<file path="config.mk">
export PLATFORM = sky130hd
export DESIGN_NAME = auth_pacer
export DESIGN_NICKNAME = d
export VERILOG_FILES = /design/src/rtl/auth_pacer_pkg.sv /design/src/rtl/auth_pacer_wait.sv /design/src/rtl/auth_pacer_sched.sv /design/src/rtl/auth_pacer.sv
export SDC_FILE = /design/constraint.sdc
export NUM_CORES = 1
export LEC_CHECK = 0
export ABC_AREA = 1
export BUFFER_PORTS_ARGS = -buffer_cell sky130_fd_sc_hd__buf_2
export CORE_MARGIN = 10
export CORE_UTILIZATION = 55
export CTS_BUF_LIST = sky130_fd_sc_hd__clkbuf_8
export DETAILED_ROUTE_END_ITERATION = 8
export PLACE_DENSITY = 0.76
export SYNTH_ARGS = -nofsm -noshare
export SYNTH_HDL_FRONTEND = slang
export SYNTH_HIERARCHICAL = 1
export SYNTH_SLANG_ARGS = --single-unit
</file>
<file path="constraint.sdc">
create_clock -name clk -period 2.5 [get_ports clk]
set_input_delay 0 -clock clk [delete_from_list [all_inputs] [get_ports clk]]
set_output_delay 0 -clock clk [all_outputs]
set_load 0.01 [all_outputs]
</file>
<file path="src/rtl/auth_pacer_pkg.sv">
package auth_pacer_pkg;
  localparam int N_STEPS = 4;
  localparam int STEP_W  = $clog2(N_STEPS);
  localparam int CODE_W  = 3;
  localparam int MS_W    = 7;

  typedef enum logic [1:0] {PH_IDLE, PH_WAIT, PH_ACK, PH_RUN} phase_t;

  // nonlinear wait scale in millisecond ticks
  function automatic logic [MS_W-1:0] code_to_ms(input logic [CODE_W-1:0] c);
    case (c)
      3'd0: code_to_ms = 7'd0;
      3'd1: code_to_ms = 7'd1;
      3'd2: code_to_ms = 7'd2;
      3'd3: code_to_ms = 7'd5;
      3'd4: code_to_ms = 7'd10;
      3'd5: code_to_ms = 7'd25;
      3'd6: code_to_ms = 7'd50;
      default: code_to_ms = 7'd100;
    endcase
  endfunction
endpackage

</file>
<file path="src/rtl/auth_pacer_wait.sv">
module auth_pacer_wait
  import auth_pacer_pkg::*;
(
  input  logic              clk,
  input  logic              rst,
  input  logic              load,
  input  logic [CODE_W-1:0] code,
  input  logic              ms_tick,
  output logic              expired
);
  logic [MS_W-1:0] remain_q;

  always_ff @(posedge clk) begin
    if (rst)
      remain_q <= '0;
    else if (load)
      remain_q <= code_to_ms(code);
    else if (ms_tick && remain_q != '0)
      remain_q <= remain_q - 1'b1;
  end

  assign expired = (remain_q == '0);
endmodule

</file>
<file path="src/rtl/auth_pacer_sched.sv">
module auth_pacer_sched #(
  parameter int BASE_FRAMES = 128,
  parameter int LINE_UNIT   = 8
) (
  input  logic       clk,
  input  logic       rst,
  input  logic       run,
  input  logic       frame_stb,
  input  logic       line_stb,
  input  logic [1:0] period_code,
  input  logic [2:0] offs_code,
  output logic       chk_pulse
);
  localparam int FR_W = $clog2(BASE_FRAMES);
  localparam int LN_W = $clog2(LINE_UNIT * 64) + 1;
  localparam logic [FR_W:0]   BASE_V = BASE_FRAMES[FR_W:0];
  localparam logic [LN_W-1:0] UNIT_V = LINE_UNIT[LN_W-1:0];

  logic [FR_W-1:0] fcnt_q;
  logic [LN_W-1:0] lcnt_q;
  logic            pend_q;
  logic [FR_W:0]   period;
  logic [LN_W-1:0] offs;
  logic            boundary;

  assign period   = BASE_V >> period_code;
  assign offs     = (offs_code == 3'd0) ? '0 : (UNIT_V << (offs_code - 3'd1));
  assign boundary = frame_stb && ({1'b0, fcnt_q} == period - 1'b1);

  always_ff @(posedge clk) begin
    if (rst || !run) begin
      fcnt_q    <= '0;
      lcnt_q    <= '0;
      pend_q    <= 1'b0;
      chk_pulse <= 1'b0;
    end else begin
      chk_pulse <= pend_q && (lcnt_q == '0);
      if (boundary) begin
        fcnt_q <= '0;
        pend_q <= 1'b1;
        lcnt_q <= offs;
      end else begin
        if (frame_stb) fcnt_q <= fcnt_q + 1'b1;
        if (pend_q) begin
          if (lcnt_q == '0)  pend_q <= 1'b0;
          else if (line_stb) lcnt_q <= lcnt_q - 1'b1;
        end
      end
    end
  end
endmodule

</file>
<file path="src/rtl/auth_pacer.sv">
module auth_pacer
  import auth_pacer_pkg::*;
#(
  parameter int BASE_FRAMES = 128,
  parameter int LINE_UNIT   = 8
) (
  input  logic                      clk,
  input  logic                      rst,
  input  logic                      en,
  input  logic                      ms_tick,
  input  logic                      frame_stb,
  input  logic                      line_stb,
  input  logic [N_STEPS*CODE_W-1:0] dly_codes,
  input  logic [1:0]                chk_period_code,
  input  logic [2:0]                chk_offs_code,
  input  logic                      step_done,
  output logic [N_STEPS-1:0]        step_req,
  output logic                      chk_req
);
  localparam logic [STEP_W-1:0] LAST_STEP = STEP_W'(N_STEPS - 1);

  phase_t             ph_q;
  logic [STEP_W-1:0]  step_q;
  logic [CODE_W-1:0]  code_arr [N_STEPS];
  logic               wait_load;
  logic [CODE_W-1:0]  wait_code;
  logic               wait_expired;
  logic               sched_run;

  for (genvar g = 0; g < N_STEPS; g++) begin : g_code
    assign code_arr[g] = dly_codes[g*CODE_W +: CODE_W];
  end

  always_comb begin
    wait_load = 1'b0;
    wait_code = code_arr[0];
    if (en) begin
      if (ph_q == PH_IDLE) begin
        wait_load = 1'b1;
      end else if (ph_q == PH_ACK && step_done && step_q != LAST_STEP) begin
        wait_load = 1'b1;
        wait_code = code_arr[step_q + 1'b1];
      end
    end
  end

  auth_pacer_wait u_wait (
    .clk     (clk),
    .rst     (rst),
    .load    (wait_load),
    .code    (wait_code),
    .ms_tick (ms_tick),
    .expired (wait_expired)
  );

  always_ff @(posedge clk) begin
    if (rst || !en) begin
      ph_q     <= PH_IDLE;
      step_q   <= '0;
      step_req <= '0;
    end else begin
      step_req <= '0;
      case (ph_q)
        PH_IDLE: begin
          ph_q   <= PH_WAIT;
          step_q <= '0;
        end
        PH_WAIT: if (wait_expired) begin
          step_req[step_q] <= 1'b1;
          ph_q             <= PH_ACK;
        end
        PH_ACK: if (step_done) begin
          if (step_q == LAST_STEP) begin
            ph_q <= PH_RUN;
          end else begin
            step_q <= step_q + 1'b1;
            ph_q   <= PH_WAIT;
          end
        end
        default: ph_q <= PH_RUN;
      endcase
    end
  end

  assign sched_run = en && (ph_q == PH_RUN);

  auth_pacer_sched #(
    .BASE_FRAMES (BASE_FRAMES),
    .LINE_UNIT   (LINE_UNIT)
  ) u_sched (
    .clk         (clk),
    .rst         (rst),
    .run         (sched_run),
    .frame_stb   (frame_stb),
    .line_stb    (line_stb),
    .period_code (chk_period_code),
    .offs_code   (chk_offs_code),
    .chk_pulse   (chk_req)
  );
endmodule

</file>
After elaboration in Yosys (flattened, before gate mapping)

Index checks and enable logic that the tools add are counted.

Register bits: 34
Bits of input ports: 24
Output and inout port bits: 5

Add/subtract/negate cells: 6
Order comparisons: 3
Equal/unequal tests: 16
Shifts and indexed selects: 2
Muxes and demuxes: 29
Bitwise logic cells: 3
Reduce and logical (&&, ||, !) cells: 26

Operators by type and width:

| cell                    | number |
|---|---|
| $mux W10                | 5 |
| $pmux W7 S7             | 1 |
| $mux W3                 | 5 |
| $mux W7                 | 2 |
| $logic_not A10 Y1       | 1 |
| $mux W2                 | 5 |
| $shl A4 B3 Y10 const A  | 1 |
| $sub A10 B1 Y10 const B | 1 |
| $eq A3 B3 Y1 const B    | 3 |
| $eq A7 B8 Y1            | 1 |
| $reduce_bool A2 Y1      | 4 |
| $shr A8 B2 Y8 const A   | 1 |
| $sub A8 B1 Y8 const B   | 1 |
| $add A7 B1 Y7 const B   | 1 |
| $logic_and A1 B1 Y1     | 7 |
| $logic_not A7 Y1        | 1 |
| $mux W1                 | 7 |
| $reduce_bool A7 Y1      | 1 |
| $sub A7 B1 Y7 const B   | 1 |
| $bmux W3 S2             | 1 |
| $eq A2 B2 Y1 const B    | 3 |
| $eq A3 B2 Y1 const B    | 2 |
| $logic_not A3 Y1        | 2 |
| $ne A2 B2 Y1 const B    | 3 |
| other kinds (20)        | 25 |

Depth between registers and ports, before layout

Gate-level depths: netlist of the first run.

Word-level depth: 11
Depth in mapped cells: 13
Depth with buffers taken out: 13

Cells and area by module

The synthesis of the first run kept the hierarchy.

By module, submodules not included:

| module           | times used | cells each | area an instance (µm²) | seq. area each (µm²) |
|---|---|---|---|---|
| auth_pacer_sched | 1          | 174        | 1189.9                 | 380.4 |
| auth_pacer_wait  | 1          | 95         | 548.0                  | 140.1 |
| auth_pacer       | 1          | 83         | 501.7                  | 160.2 |

Least setup slack after synthesis of the first run

Ideal clock, no wire load.

Path type: register -> register
Start: register step_q[0]
End: register u_wait.remain_q[2]
Library setup time: 114 ps
Data arrival time: 1718 ps
Required time: 2386 ps
Path slack: 668 ps
Cell stages (with the launch flop): 13
Clock period less this slack: 1832 ps
Cells stage by stage: dfxtp_1 -> ha_1 -> inv_1 -> nand2_1 -> nand2_1 -> nand2_1 -> nor2_1 -> inv_1 -> buf_6 -> a21oi_1 -> nand2_1 -> nand2_1 -> nor2_2

RTL lines:

| element                                       | line                  | RTL |
|---|---|---|
| from (decl)                                   | auth_pacer.sv:23      | `logic [STEP_W-1:0] step_q;` |
| from (signal assigned)                        | auth_pacer.sv:76      | `step_q <= step_q + 1'b1;` |
| $ne A2 B2 Y1 (*)                              | auth_pacer.sv:40      | `end else if (ph_q == PH_ACK && step_done && step_q != LAST_STEP) begin` |
| $logic_and A1 B1 Y1 (*)                       | auth_pacer.sv:40      |  |
| $mux W1 (*)                                   | auth_pacer.sv:40      |  |
| $mux W1 (*)                                   | auth_pacer.sv:38      | `if (ph_q == PH_IDLE) begin` |
| $mux W1 (*)                                   | auth_pacer.sv:37      | `if (en) begin` |
| via wait_load                                 | auth_pacer.sv:25      | `logic wait_load;` |
| $mux W7 or $reduce_bool A2 Y1 (tied branches) | n/a                   |  |
| to (signal assigned)                          | auth_pacer_wait.sv:17 | `remain_q <= code_to_ms(code);` |
| to (signal assigned)                          | auth_pacer_wait.sv:19 | `remain_q <= remain_q - 1'b1;` |
| to (decl)                                     | auth_pacer_wait.sv:11 | `logic [MS_W-1:0] remain_q;` |

Mark *: on every way through the listed nets, which the timed path passes. The rest lies on a longest branch. The select of a mux whose other input is x is not followed.
A chain may end at the register's enable or synchronous reset.

Worst setup path in the final report of the first run

Start: register step_q[0]
End: register u_wait.remain_q[1]

The elaborated chain is that of the path after synthesis.

==> flow_summary_export.csv, run 1 <==
group,metric,value,unit
layout,antenna_cells,0,
synth,synth_cell_types,34,
drt,viasPerCell,4.87,
floorplanning,core.rowCount,23,
critical_path,cp-startpoint,"step_q[0]$_SDFFE_PP0P_",
placed_design,dp_hpwl,3.56,mm
layout,post-route-util,63.6,%
critical_path,reg2reg_to,"u_wait/remain_q[1]$_SDFFE_PP0P_",
sta,fin_crit,2.12,ns
floorplanning,io-pin-count,29,
min_path,whs_endpoint,"u_sched/lcnt_q[2]$_SDFFE_PP0P_",
clocking,cts_hold_buf,1,
synth,synth.net_count,384,
synth,syn_avg_cell_area,6.36,sq um
critical_path,worstSetupPathType,"reg2reg",
grt,grt_max_degree,15,
drt,drc,0,
power_and_ir_drop,powerDensity,500,nW/um^2
critical_path,cp_max_fo,14,
synth,syn_inst,352,
floorplanning,start_util,56.4,%
clocking,cts-htree-levels,2,
synth,yosys.area.top_type,"dfxtp_1",
min_path,worstHoldStart,"line_stb",
clocking,clockBufferDepth,2,
floorplanning,core,3970,sq um
sta,setup_violations,0,
min_path,hold_depth,3,
synth,synth_edf_count,0,
critical_path,end_kind,"flip-flop",
sta,slew_headroom,49.0,%
layout,synthToLayoutAreaGrowth,12.7,%
clocking,insertion_delay,0.28,ns
synth,synthTopCellsByArea,"dfxtp_1 30%, nand2_1 16%, nor2_1 12%, nand3_1 7.4%, inv_1 6.9%",
drt,dr.first_iter.drc_count,103,
power_and_ir_drop,leakage,1.29,nW
layout,nNetsFinal,418,
sta,skew,0.00301,ns
placed_design,dp_slack,0.412,ns
synth,ys_top_cells_by_count,"93 x nand2_1, 69 x nor2_1, 41 x inv_1",
floorplanning,dieArea,7020,sq um
critical_path,cp-start-kind,"flip-flop",
sta,worstMarginPinSlew,0.762,ns
drt,ant_nets,0,
critical_path,worstPathRequired,2.72,ns
critical_path,reg2reg_depth,12,
layout,stdcell_count,437,
clocking,cts_buffers,5,
run_status,status,"completed",
synth,synth.most_common_cell,"nand2_1",
critical_path,worst-r2r-setup-slack,0.38,ns
sta,fin_crit_sh,84.9,%
power_and_ir_drop,ir_drop,0.000393,V
sta,setup_slack,0.377,ns
power_and_ir_drop,power.total,0.00126,W
synth,synthArstFlopShare,0,%
drt,drt_wl_total,4.53,mm
floorplanning,dieWidth,83.8,um
drt,wl_per_cell,10.4,um
placed_design,place.gp.congestion,0.877,
clocking,tritoncts,"built",
synth,syn_area,2240,sq um
synth,yosys_warnings,6,
sta,rsz0062_at_grt,"false",
grt,grt_pass1_vias,1982,
drt,firstDrtPassIters,4,
placed_design,port_buffers,28,
min_path,min_path_type,"in2reg",
clocking,cts.sinks,34,
clocking,clockRootBuffer,"clkbuf_8",
clocking,postCtsSetupBuffers,0,
run,cap_viol_max_count,0,
sta,clock.fmax,0.471,GHz
clocking,cts.repair.resized,0,
sta,slew_violations,0,
placed_design,place_inst,428,
layout,drive_above_1_share,16.3,%
synth,synth-seq-area-share,30.4,%
floorplanning,dieHeight,83.8,um
synth,ys.flop_type,"dfxtp_1",
critical_path,r2r_start,"step_q[0]$_SDFFE_PP0P_",
critical_path,crit_arrival,2.34,ns
clocking,clk_pin_slew,0.07,ns
grt,grt_pass1_wl,8.22,mm
sta,setup-tns-final,0,ns
grt,grt_usage,13.3,%
grt,antenna_found_initial,0,
layout,fillCellCount,375,
synth,yosys.area.top_type_share,30.4,%
sta,finalHoldViolCount,0,
synth,synth_seq_cells,34,
drt,num_vias,2128,
grt,grt-ovfl-total,0,
worst max-delay path: stages, from the launching register on:
cell and delay, ns:
dfxtp_1 0.40, ha_1 0.24, inv_1 0.07, nand2_1 0.06, nand2_1 0.14, nand2_1 0.09, nor2_1 0.29, inv_1 0.30
nor2_1 0.14, o21ai_0 0.08, o21ai_0 0.09, nor2_1 0.07, nor2_1 0.09
state kept, by name, summed over array words and instances, names as in the netlist:
register,count
u_sched/lcnt_q,10
u_sched/fcnt_q,7
u_wait/remain_q,7
step_req,4
ph_q,2
step_q,2
u_sched/chk_pulse,1
u_sched/pend_q,1
power by group:
part / switching (W) / internal [W] / leakage [nW]
Clock: 0.000203 / 0.000221 / 0.0472
Sequential: 0.0000214 / 0.000564 / 0.276
Combinational: 0.000157 / 0.0000972 / 0.963
Total: 0.000381 / 0.000882 / 1.29
layout by cell type (no fill, tap or decap), types with 2 or more instances in the layout:
cell type,Yosys,final
ha_1,8,8
nand4_1,3,3
inv_1,41,41
xor2_1,10,10
nand2_2,3,3
nand2_1,93,93
nor2_2,3,3
nor2_1,69,69
o21ai_1,2,2
nand3_1,33,33
clkbuf_8,0,6
o21ai_0,11,11
nand2_4,4,4
buf_2,0,28
dfxtp_1,34,34
o21ai_2,3,3
inv_2,5,5
nand3_2,3,3
a21oi_1,7,7
nor3_1,3,3
logic make-up (layout without fill, tap and decap cells):
group           after synthesis  count (layout)  share of synthesized area, %
compound gates               28              28                          7.77
xor+xnor                     11              11                          4.30
fa+ha+maj                     8               8                          4.47
buf+inv                      49              84                          8.99
flops                        34              34                          30.4
mux                           1               1                         0.447
simple gates                221             221                          43.6
final cells by class:
cell class / count / area [sq um] / share of cell area [%]
tap: 50 / 62.6 / 2.48
timing repair buffer: 29 / 150 / 5.95
multi-input combinational: 269 / 1360 / 53.8
sequential: 34 / 681 / 27.0
inverter: 47 / 179 / 7.09
clock buffer: 6 / 82.6 / 3.27
clock inverter: 2 / 12.5 / 0.496
metrics by stage:
step | hold WS [ns] | area [sq um]
floorplan | 0.150 | 2240
global placement | 0.271 | 2420
detailed placement | 0.271 | 2420
CTS | 0.0169 | 2520
global route | 0.0397 | 2520
finish | 0.0271 | 2520
worst max-delay path by stage:
stage	to	slack (ns)
floorplan	u_wait/remain_q[2]$_SDFFE_PP0P_	0.67
global placement	u_wait/remain_q[0]$_SDFFE_PP0P_	0.48
detailed placement	u_wait/remain_q[5]$_SDFFE_PP0P_	0.41
CTS	u_wait/remain_q[1]$_SDFFE_PP0P_	0.40
global route	u_wait/remain_q[1]$_SDFFE_PP0P_	0.03
finish	u_wait/remain_q[1]$_SDFFE_PP0P_	0.38
metal layers:
metal  up-vias  GRT usage (%)  share of wire (%)
met5         -              0                  0
met4         0           5.18                1.3
met3         6           4.20                6.3
met2        43           21.4                 45
met1       911           15.9                 48
li1       1168              -                  -
No activity file was read; power rests on OpenSTA's default activity.
==> run 2, diff against run 1 <==
==> constraint.sdc (replaced) <==
create_clock -name clk -period 2 [get_ports clk]
set_input_delay 0 -clock clk [delete_from_list [all_inputs] [get_ports clk]]
set_output_delay 0 -clock clk [all_outputs]
set_load 0.01 [all_outputs]
==> run 2 against run 1 <==
Compared with the run above:
- count of clock-buffer cells in the layout is 1 lower
- global-route usage is 0.18 points higher
- sequential power is 25% higher
- sequential cell count stayed put
- utilization is 1.3 points higher
- maximum frequency is 20% higher
- worst setup slack worse by 0.15 ns
- clock skew is 0.0010 ns higher
- clock power is 50% higher
- critical path type unchanged
==> flow_summary_export.csv, run 2 (synthesis results as in run 1) <==
group,metric,value,unit
run_status,status,"completed",
placed_design,dp_hpwl,3.57,mm
layout,synthToLayoutAreaGrowth,15.0,%
sta,setup_violations,0,
critical_path,end_kind,"flip-flop",
run,cap_viol_max_count,0,
critical_path,worstSetupPathType,"reg2reg",
critical_path,critPathSlowestCell,"dfxtp_4",
critical_path,reg2reg_depth,12,
drt,viasPerCell,4.84,
grt,grt_max_degree,15,
sta,clock.fmax,0.564,GHz
clocking,cts_buffers,5,
power_and_ir_drop,powerDensity,655,nW/um^2
drt,wl_per_cell,10.3,um
drt,num_vias,2131,
floorplanning,dieArea,7020,sq um
sta,finalHoldViolCount,0,
critical_path,r2r_start,"step_q[0]$_SDFFE_PP0P_",
clocking,cts.sinks,34,
critical_path,cp_max_fo,6,
floorplanning,dieHeight,83.8,um
layout,reg_top3,"u_sched/lcnt_q (10), u_sched/fcnt_q (7), u_wait/remain_q (7)",
placed_design,place.gp.congestion,0.854,
critical_path,path_cells,"inv_2 > ha_2 > or2_0 > nand2_2 > nand2_1 > nand2_1 > nand2_1 > nor2_1 > nand2_1 > nand2_1 > nor2_1 > nor2_1",
sta,setup-tns-final,0,ns
sta,slew_violations,0,
critical_path,max_stage_delay,0.37,ns
power_and_ir_drop,leakage,1.30,nW
grt,grt_pass1_wl,8.20,mm
grt,grt-ovfl-total,0,
sta,setup_slack,0.227,ns
drt,wl_met3,211,um
drt,firstDrtPassIters,4,
placed_design,port_buffers,28,
layout,layout_common_cells,"92 x nand2_1, 69 x nor2_1, 40 x inv_1, 33 x nand3_1, 33 x dfxtp_1",
clocking,clk_pin_slew,0.07,ns
critical_path,crit_family,"simple AND/OR/NAND/NOR gates",
critical_path,worst-r2r-setup-slack,0.23,ns
floorplanning,dieWidth,83.8,um
clocking,cts-htree-levels,2,
critical_path,cp-start-kind,"flip-flop",
critical_path,cp-startpoint,"step_q[0]$_SDFFE_PP0P_",
critical_path,setup.worst_path.end,"u_wait/remain_q[6]$_SDFFE_PP0P_",
sta,fin_crit_sh,88.6,%
sta,skew,0.00405,ns
drt,dr.first_iter.drc_count,147,
clocking,tritoncts,"built",
critical_path,path_common_cell,"nand2_1",
clocking,clockRootBuffer,"clkbuf_8",
grt,antenna_found_initial,0,
power_and_ir_drop,power.total,0.00169,W
sta,whs,0.0194,ns
clocking,insertion_delay,0.29,ns
floorplanning,io-pin-count,29,
grt,grt_usage,13.4,%
floorplanning,core.rowCount,23,
clocking,postCtsSetupBuffers,0,
critical_path,worstPathRequired,2.23,ns
layout,regMostFlops,"u_sched/lcnt_q",
critical_path,reg2reg_to,"u_wait/remain_q[6]$_SDFFE_PP0P_",
layout,final_common_cell,"nand2_1",
sta,fin_crit,1.77,ns
floorplanning,start_util,56.4,%
grt,grt_pass1_vias,2040,
clocking,clockBufferDepth,2,
placed_design,placed_cell_area,2440,sq um
critical_path,worst-path-stages,12,
critical_path,crit_buf_inv,1,
min_path,min_path_type,"in2reg",
drt,drt-met1-wl,2.16,mm
drt,wl_met2,2.06,mm
layout,stdcell_area,2570,sq um
sta,rsz0062_at_grt,"false",
layout,antenna_cells,0,
drt,ant_nets,0,
layout,largest_reg_flops,10,
power_and_ir_drop,ir_drop,0.000464,V
sta,worstMarginPinSlew,0.397,ns
critical_path,crit_arrival,2.00,ns
floorplanning,core,3970,sq um
drt,drt_wl_total,4.51,mm
sta,slew_headroom,73.4,%
drt,drc,0,
drt,dr.max_layer_used,"met4",
layout,drive_above_1_share,17.9,%
layout,nNetsFinal,421,
placed_design,dp_slack,0.0935,ns
## run 2: how the worst min path moves through the flow
stage / cells after the start / end / start
6_report: 3 / u_sched/lcnt_q[2]$_SDFFE_PP0P_ / line_stb
5_1_grt: 3 / u_sched/lcnt_q[2]$_SDFFE_PP0P_ / line_stb
4_1_cts: 3 / u_sched/lcnt_q[2]$_SDFFE_PP0P_ / line_stb
3_5_place_dp: 3 / ph_q[0]$_SDFFE_PP0P_ / step_done
3_3_place_gp: 3 / ph_q[0]$_SDFFE_PP0P_ / step_done
2_1_floorplan: 2 / ph_q[0]$_SDFFE_PP0P_ / step_done
## run 2: through the flow
| stage | utilization [%] | instances |
|---|---|---|
| 2_1_floorplan | - | 352 |
| 3_3_place_gp | 61.5 | 431 |
| 3_5_place_dp | 61.5 | 431 |
| 4_1_cts | 64.6 | 440 |
| 5_1_grt | 64.8 | 440 |
| 6_report | 64.8 | 440 |
## run 2: power by group
part	switching [W]	total, W	internal (W)
combinational	0.000197	0.000321	0.000124
sequential	0.0000259	0.000730	0.000704
clock	0.000266	0.000636	0.000370
## run 2: routing by layer
metal	up-vias	GRT usage [%]
li1	1179	-
met1	910	14.6
met2	34	23.3
met3	8	4.49
met4	0	5.48
met5	-	0
## run 2: cell type report
type | count | area [sq um]
tap | 50 | 62.6
inverter | 47 | 179
clock inverter | 3 | 45.0
fill | 353 | 1400
multi-input combinational | 269 | 1360
sequential | 34 | 684
clock buffer | 5 | 68.8
timing repair buffer | 32 | 173
## run 2: worst register-to-register path, cell delays in order (launching register included)
cell and delay, ns:
dfxtp_4 0.37, inv_2 0.09, ha_2 0.31, or2_0 0.25
nand2_2 0.09, nand2_1 0.05, nand2_1 0.11, nand2_1 0.08
nor2_1 0.13, nand2_1 0.07, nand2_1 0.06, nor2_1 0.03
nor2_1 0.07
## run 2: timing repair
action                                  CTS  global route
hold buffers                              1             0
resized for setup                         0             5
endpoints found under the setup margin    0             7
hold endpoints to repair                  1             0
